## src/rtl/bdsp_pkg.sv

```systemverilog
package bdsp_pkg;

    typedef enum logic {
        FMT_ONE = 1'b0,
        FMT_TWO = 1'b1
    } bdsp_fmt_e;

    typedef struct packed {
        logic [3:0] nib;
        logic       dbl;
    } ham_res_t;

endpackage

```

## src/rtl/bdsp_ham84_dec.sv

```systemverilog
// Hamming 8/4 check-and-correct. Bit 0 is the first bit on the line.
// Protection bits sit in b0, b2, b4, b6; data d1..d4 sit in b1, b3, b5, b7.
module bdsp_ham84_dec (
    input  logic [7:0]         code,
    output bdsp_pkg::ham_res_t res
);
    logic       ck_a, ck_b, ck_c, ck_all;
    logic [2:0] miss;
    logic [7:0] flip;
    logic [7:0] fixed;

    always_comb begin
        ck_a   = code[0] ^ code[1] ^ code[5] ^ code[7];
        ck_b   = code[1] ^ code[2] ^ code[3] ^ code[7];
        ck_c   = code[1] ^ code[3] ^ code[4] ^ code[5];
        ck_all = ^code;
        miss   = {~ck_a, ~ck_b, ~ck_c};
        flip   = '0;
        res.dbl = 1'b0;
        if (miss != 3'b000) begin
            if (ck_all) begin
                // overall parity fine but a group check failed: two errors
                res.dbl = 1'b1;
            end else begin
                unique case (miss)
                    3'b100:  flip[0] = 1'b1;
                    3'b111:  flip[1] = 1'b1;
                    3'b010:  flip[2] = 1'b1;
                    3'b011:  flip[3] = 1'b1;
                    3'b001:  flip[4] = 1'b1;
                    3'b101:  flip[5] = 1'b1;
                    3'b110:  flip[7] = 1'b1;
                    default: flip    = '0;
                endcase
            end
        end
        // an error on b6 alone touches no data bit, so nothing to flip
        fixed   = code ^ flip;
        res.nib = {fixed[7], fixed[5], fixed[3], fixed[1]};
    end
endmodule

```

## src/rtl/bdsp_window.sv

```systemverilog
// Decides whether a byte position falls inside one format's slice.
module bdsp_window #(
    parameter int IDX_W  = 6,
    parameter int ADDR_W = 5,
    parameter int FIRST  = 13,
    parameter int COUNT  = 13,
    parameter int BASE   = 0
) (
    input  logic [IDX_W-1:0]  pos,
    output logic              hit,
    output logic [ADDR_W-1:0] addr,
    output logic              last
);
    localparam int LAST = FIRST + COUNT - 1;

    logic [IDX_W-1:0] offset;

    always_comb begin
        hit    = (pos >= IDX_W'(FIRST)) && (pos <= IDX_W'(LAST));
        offset = pos - IDX_W'(FIRST);
        addr   = ADDR_W'(BASE) + ADDR_W'(offset);
        last   = (pos == IDX_W'(LAST));
    end
endmodule

```

## src/rtl/bdsp_extract.sv

```systemverilog
module bdsp_extract #(
    parameter int PKT_BYTES = 45,
    parameter int F2_FIRST  = 13,
    parameter int F2_COUNT  = 13,
    parameter int F1_FIRST  = 15,
    parameter int F1_COUNT  = 7
) (
    input  logic       clk,
    input  logic       rst_n,
    input  logic       in_valid,
    input  logic       in_start,
    input  logic       in_row_ok,
    input  logic       in_fmt2,
    input  logic [7:0] in_byte,
    output logic       wr_en,
    output logic [4:0] wr_addr,
    output logic [7:0] wr_data,
    output logic       commit
);
    import bdsp_pkg::*;

    localparam int SLOTS  = F2_COUNT + F1_COUNT;
    localparam int ADDR_W = 5;
    localparam int IDX_W  = $clog2(PKT_BYTES + 2);
    localparam int N_FMT  = 2;

    typedef struct packed {
        logic              active;
        bdsp_fmt_e         fmt;
        logic              bad;
        logic [IDX_W-1:0]  next;
        logic              pend;
        logic              wr_en;
        logic [ADDR_W-1:0] wr_addr;
        logic [7:0]        wr_data;
        logic              commit;
    } state_t;

    state_t st_d, st_q;

    logic [IDX_W-1:0]  pos;
    bdsp_fmt_e         cur_fmt;
    logic              cur_bad;
    logic              take;
    ham_res_t          ham;
    logic [N_FMT-1:0]  win_hit;
    logic [N_FMT-1:0]  win_last;
    logic [ADDR_W-1:0] win_addr [N_FMT];

    bdsp_ham84_dec u_ham (
        .code (in_byte),
        .res  (ham)
    );

    // slot 0 handles format 1, slot 1 handles format 2
    for (genvar g = 0; g < N_FMT; g++) begin : g_win
        localparam int FIRST = (g == 1) ? F2_FIRST : F1_FIRST;
        localparam int COUNT = (g == 1) ? F2_COUNT : F1_COUNT;
        localparam int BASE  = (g == 1) ? 0 : F2_COUNT;
        bdsp_window #(
            .IDX_W  (IDX_W),
            .ADDR_W (ADDR_W),
            .FIRST  (FIRST),
            .COUNT  (COUNT),
            .BASE   (BASE)
        ) u_win (
            .pos  (pos),
            .hit  (win_hit[g]),
            .addr (win_addr[g]),
            .last (win_last[g])
        );
    end

    always_comb begin
        st_d        = st_q;
        st_d.wr_en  = 1'b0;
        st_d.commit = st_q.pend;
        st_d.pend   = 1'b0;

        pos     = in_start ? IDX_W'(1) : st_q.next;
        cur_fmt = in_start ? (in_fmt2 ? FMT_TWO : FMT_ONE) : st_q.fmt;
        cur_bad = in_start ? 1'b0 : st_q.bad;
        take    = in_valid && (in_start ? in_row_ok : st_q.active);

        if (in_valid && in_start) begin
            st_d.active = in_row_ok;
            st_d.fmt    = cur_fmt;
            st_d.bad    = 1'b0;
        end

        if (take) begin
            if (pos >= IDX_W'(PKT_BYTES)) begin
                st_d.active = 1'b0;
                st_d.next   = pos;
            end else begin
                st_d.next = pos + IDX_W'(1);
            end

            if (cur_fmt == FMT_TWO) begin
                if (win_hit[1] && !cur_bad) begin
                    if (ham.dbl) begin
                        st_d.bad = 1'b1;
                    end else begin
                        st_d.wr_en   = 1'b1;
                        st_d.wr_addr = win_addr[1];
                        st_d.wr_data = {4'b0000, ham.nib};
                        st_d.pend    = win_last[1];
                    end
                end
            end else if (win_hit[0]) begin
                st_d.wr_en   = 1'b1;
                st_d.wr_addr = win_addr[0];
                st_d.wr_data = in_byte;
            end
        end
    end

    always_ff @(posedge clk or negedge rst_n) begin
        if (!rst_n) begin
            st_q <= '0;
        end else begin
            st_q <= st_d;
        end
    end

    assign wr_en   = st_q.wr_en;
    assign wr_addr = st_q.wr_addr;
    assign wr_data = st_q.wr_data;
    assign commit  = st_q.commit;

    initial begin
        assert (SLOTS <= (1 << ADDR_W))
            else $error("staging slots exceed the address width");
    end
endmodule

```

## config.mk

```make
export PLATFORM = sky130hd
export DESIGN_NAME = bdsp_extract
export DESIGN_NICKNAME = d
export VERILOG_FILES = /design/src/rtl/bdsp_pkg.sv /design/src/rtl/bdsp_ham84_dec.sv /design/src/rtl/bdsp_window.sv /design/src/rtl/bdsp_extract.sv
export SDC_FILE = /design/constraint.sdc
export NUM_CORES = 1
export LEC_CHECK = 0
export CAP_MARGIN = 20
export CELL_PAD_IN_SITES_DETAIL_PLACEMENT = 1
export CELL_PAD_IN_SITES_GLOBAL_PLACEMENT = 2
export CORE_ASPECT_RATIO = 1.1
export CORE_MARGIN = 8
export CORE_UTILIZATION = 35
export CTS_CLUSTER_SIZE = 16
export DETAILED_ROUTE_END_ITERATION = 10
export PLACE_DENSITY = 0.9
export SLEW_MARGIN = 20
export SYNTH_ARGS = -nofsm -noshare
export SYNTH_HDL_FRONTEND = slang
export SYNTH_SLANG_ARGS = --single-unit
```

## constraint.sdc

```tcl
create_clock -name clk -period 6.6 [get_ports clk]
set_input_delay 1.98 -clock clk [delete_from_list [all_inputs] [get_ports clk]]
set_output_delay 1.98 -clock clk [all_outputs]
set_load 0.05 [all_outputs]
```

# Word-level counts from Yosys, hierarchy flattened
# Cells that the tools add are included.
# classes
n_addsub	4
multipliers	0
n_div	0
magnitude_cmp	5
eq_ne	10
shifts	0
muxes	29
n_bitwise	13
n_reduce_logical	10
# ops
op	n
$mux W15	2
$mux W14	2
$mux W22	1
$mux W1	19
$mux W8	2
$eq A3 B3 Y1 const B	4
$ge A6 B4 Y1 const B	2
$le A6 B5 Y1 const B	2
$mux W6	2
$sub A5 B4 Y5 const B	2
$xor A1 B1 Y1	9
$reduce_xor A8 Y1	1
$xor A8 B8 Y8	1
$add A6 B1 Y6 const B	1
$eq A3 B2 Y1 const B	2
$eq A6 B5 Y1 const B	1
$ge A6 B6 Y1 const B	1
$add A4 B5 Y5 const A	1
$logic_and A1 B1 Y1	5
$reduce_and A4 Y1	1
$eq A3 B1 Y1 const B	1
$mux W3	1
$not A1 Y1	3
$reduce_bool A3 Y1	1
other kinds (4)	4
# word_totals
ff_bits	25
latchBits	0
mem_bits_rw	0
mem_bits_ro	0
out_inout_bits	15
elab_cells	80
mem_count	0

# Depth between registers and ports, before layout
# logic_depth
depth_word	13
mapped_depth	10

# Cells and area by module
# Synthesis repeated with hierarchy kept, for this count alone.
# hier_totals
cells_unflattened	172
hier_area_um2	1839.3
# modules_own_cells
mod	n_inst	cells_each	area_per_inst_um2
bdsp_extract	1	118	1411.4
bdsp_ham84_dec	1	22	201.4
bdsp_window at g_win[1].u_win	1	17	130.1
bdsp_window at g_win[0].u_win	1	15	96.3

# Worst setup path after synthesis
# Ideal clock, no wire load.
# synth_timing
kind	in2reg
startpoint	input port in_start
endpoint	register st_q (netlist bit wr_addr[3])
arrival_time_ps	3850
t_required_ps	6475
setup_slack_ps	2624
stages	9
path_cell_list	buf_6 > nor2b_1 > ha_1 > nor3b_1 > a21oi_1 > or4_1 > o22a_4 > buf_12 > mux2_4
# synth_via
elab_chain_cells	6
elab_cells_between_ends	24
# synth_rtl
item	line_no	text
start, declared	bdsp_extract.sv:11	input logic in_start,
branches (longest 6 deep; another with $sub A5 B4 Y5)	n/a	
end signal, assigned	bdsp_extract.sv:122	st_q <= st_d;
end, declared	bdsp_extract.sv:39	state_t st_d, st_q;
# Several ways; the timed one is not identified. The select of a mux whose other input is x is not followed.
# A chain may end at the register's enable or synchronous reset.

# Final worst setup path
# Same ends and word-level chain as after synthesis.

==> insert_results.sql <==
INSERT INTO impl_metrics (metric_group, metric, value, unit) VALUES
('run_status', 'outcome', 'complete, no violations', ''),
('layout', 'final_common_cell', 'sky130_fd_sc_hd__clkdlybuf4s50_1', ''),
('clocking', 'worstSkewPairLatency', '0.27', 'ns'),
('setup_path', 'largest_fanout_of_any_net_on_the_critical_path', '16', ''),
('timing', 'finalSetupViolCount', '0', ''),
('synth', 'synth.mux.area_fraction', '10.92', '%'),
('routing', 'routedWlPerCell', '15.33', 'µm'),
('global_route', 'grt_util_met1', '14.25', '%'),
('worst_hold_path', 'worst_hold_stages', '0', ''),
('synth', 'seq_area_frac_synth', '32.89', '%'),
('clocking', 'cts_setup_buffers', '0', ''),
('routing', 'route.antenna.remaining_nets', '0', ''),
('timing', 'final_min_period_over_clock_period', '71.98', '%'),
('layout', 'share_of_post_route_cells_with_drive_strength_above_1', '14.63', '%'),
('global_route', 'track_usage', '11.64', '%'),
('routing', 'drc', '0', ''),
('setup_path', 'ff2ff_path_depth', '7', ''),
('routing', 'initialDrtViolationCount', '30', ''),
('global_route', 'overflow', '0', ''),
('place', 'dpl.hpwl', '3.286', 'mm'),
('clocking', 'cts.root.buffer_cell', 'sky130_fd_sc_hd__clkbuf_8', ''),
('global_route', 'met3_usage', '1.930', '%'),
('global_route', 'grt_pass1_vias', '1493', ''),
('setup_path', 'critPathLaunchType', 'primary input', ''),
('floorplanning', 'initial_core_utilization', '35.71', '%'),
('synth', 'synth-async-reset-ratio', '100.0', '%'),
('global_route', 'antenna_found_initial', '0', ''),
('setup_path', 'arrival', '4.91', 'ns'),
('synth', 'syn_area', '0.001902', 'mm²'),
('layout', 'layout_common_cells', '28 x sky130_fd_sc_hd__clkdlybuf4s50_1, 25 x sky130_fd_sc_hd__dfrtp_1, 21 x sky130_fd_sc_hd__nand2_1, 15 x sky130_fd_sc_hd__nor2_1, 11 x sky130_fd_sc_hd__xnor2_1', ''),
('clocking', 'clk_transition_reported_paths', '0.08', 'ns'),
('pwr', 'post-layout-total-power', '0.4104', 'mW'),
('timing', 'layout_skew', '0.001811', 'ns'),
('synth', 'synthesis.nets', '213', ''),
('setup_path', 'worstPathRequired', '6.76', 'ns'),
('synth', 'synth-seq-cells', '25', ''),
('timing', 'unrepaired_setup_endpoints_after_global_routing', 'no', ''),
('clocking', 'tritoncts', 'done', ''),
('timing', 'final.min_clock_period', '4.751', 'ns'),
('layout', 'final_nets', '221', ''),
('layout', 'syn_to_final_growth', '11.84', '%'),
('job', 'max_cap_violations', '0', ''),
('pwr', 'p_per_area', '193.0', 'mW/mm²'),
('clocking', 'clock-sinks', '25', ''),
('floorplanning', 'die_width', '86.29', 'µm'),
('setup_path', 'timing.setup.critical_path_class', 'in -> reg', ''),
('global_route', 'met2_usage', '19.59', '%'),
('pwr', 'power.static_leakage', '0.9019', 'nW'),
('setup_path', 'r2r_slack', '3.81', 'ns'),
('synth', 'post_synth_xor_area_fraction', '12.76', '%'),
('synth', 'synth-adder-area-share', '0.6579', '%'),
('clocking', 'cts.hold.buffers_added', '0', ''),
('global_route', 'grt.busiest_layer', 'met2', ''),
('setup_path', 'timing.critical_path.to_type', 'register', ''),
('global_route', 'first_pass_grt_wire_length', '7.596', 'mm'),
('timing', 'achievable-frequency', '210.5', 'MHz'),
('synth', 'synth_cells', '198', ''),
('setup_path', 'slowest_stage_cell_cp', 'sky130_fd_sc_hd__clkdlybuf4s50_1', ''),
('synth', 'synth-compound-area-share', '15.99', '%'),
('clocking', 'post_cts_resize_count', '0', ''),
('floorplanning', 'chipHeight', '93.31', 'µm'),
('clocking', 'htree_levels', '1', ''),
('timing', 'hold_viol_final', '0', ''),
('routing', 'firstDrtPassIters', '4', ''),
('worst_hold_path', 'hold_path_startpoint', 'st_d[0]', ''),
('clocking', 'cts_made_buffers', '3', ''),
('synth', 'synthSimpleGateAreaFrac', '14.41', '%'),
('timing', 'fin_setup_tns', '0', 'ns'),
('global_route', 'maximum_number_of_pins_on_one_net_before_global_route_repair', '26', ''),
('floorplanning', 'coreArea', '0.005325', 'mm²'),
('routing', 'drt-total-wl', '4.291', 'mm');
## how the worst max path moves through the flow
stage | cells after the start | end | from | slack [ns]
final | 8 | wr_addr[3] | in_start | 1.85
after detailed placement | 8 | wr_addr[3] | in_start | 1.58
after global routing | 8 | wr_addr[3] | in_start | 1.61
after CTS | 8 | wr_addr[3] | in_start | 1.88
after global placement | 8 | wr_addr[3] | in_start | 1.67
after floorplan | 9 | wr_addr[3] | in_start | 2.62
## power by group
group	internal [mW]	switching, mW	leakage [nW]
Clock	0.0432	0.0473	0.0228
Sequential	0.164	0.0242	0.341
Combinational	0.0610	0.0708	0.539
## metrics by stage
step	setup slack [ns]	std cells	hold slack (ns)	cell area [µm²]
floorplan	2.624	198	0.3312	1902
global placement	1.667	276	0.3353	2082
detailed placement	1.581	276	0.3370	2082
CTS	1.880	280	0.3578	2127
global route	1.608	280	0.3681	2127
finish	1.849	280	0.3532	2127
## kinds of logic (layout without fill, tap and decap cells)
| group | Yosys count | count (layout) |
|---|---|---|
| buffers and inverters | 35 | 42 |
| adders and majority gates | 1 | 1 |
| and+or+nand+nor | 59 | 59 |
| AOI/OAI and AO/OA | 41 | 41 |
| xor gates and xnor gates | 21 | 21 |
| muxes | 16 | 16 |
| DFF | 25 | 25 |
## cells in the mapped netlist, drive strengths merged, types with 3 or more instances
| cell type | instances | share of area [%] |
|---|---|---|
| xnor2 | 12 | 5.9 |
| nand2 | 21 | 4.1 |
| nor2 | 15 | 3.0 |
| o22ai | 8 | 2.6 |
| dfrtp | 25 | 33 |
| inv | 9 | 1.8 |
| nor3 | 8 | 2.1 |
| o21ai | 5 | 1.3 |
| a21oi | 10 | 2.6 |
| xor2 | 7 | 4.2 |
| buf | 22 | 9.7 |
| o32ai | 4 | 1.8 |
| a22o | 4 | 2.1 |
| mux2 | 13 | 8.7 |
| clkbuf | 4 | 0.85 |
| or4 | 3 | 1.2 |
## cell type report
| cell class | count | area (µm²) |
|---|---|---|
| Fill cell | 643 | 3198 |
| Multi-Input combinational cell | 138 | 1041 |
| Sequential cell | 25 | 625.6 |
| Timing Repair Buffer | 29 | 287.8 |
| Tap cell | 75 | 93.84 |
| Clock buffer | 4 | 45.04 |
| Inverter | 9 | 33.78 |
## state kept, by name (all words and copies together) (netlist names)
| register | flops |
|---|---|
| commit | 1 |
| st_d | 1 |
| st_q | 9 |
| wr_addr | 5 |
| wr_data | 8 |
| wr_en | 1 |
## critical path, delay by kind of cell
family / cells / cell delay (ns)
multiplexers: 1 / 0.32
AO/OA/AOI/OAI: 2 / 0.45
adder cells (fa/ha/maj): 1 / 0.23
AND/OR/NAND/NOR: 3 / 1.23
buffers and inverters: 1 / 0.69
## layer usage
layer / vias up / wire length (µm) / share of wire [%]
li1: 691 / - / -
met5: - / 0 / 0
met1: 690 / 1923 / 45
met3: 5 / 118 / 2.7
met4: 0 / 71 / 1.7
met2: 15 / 2177 / 51
Note: power is estimated with default switching activity, not from simulation.
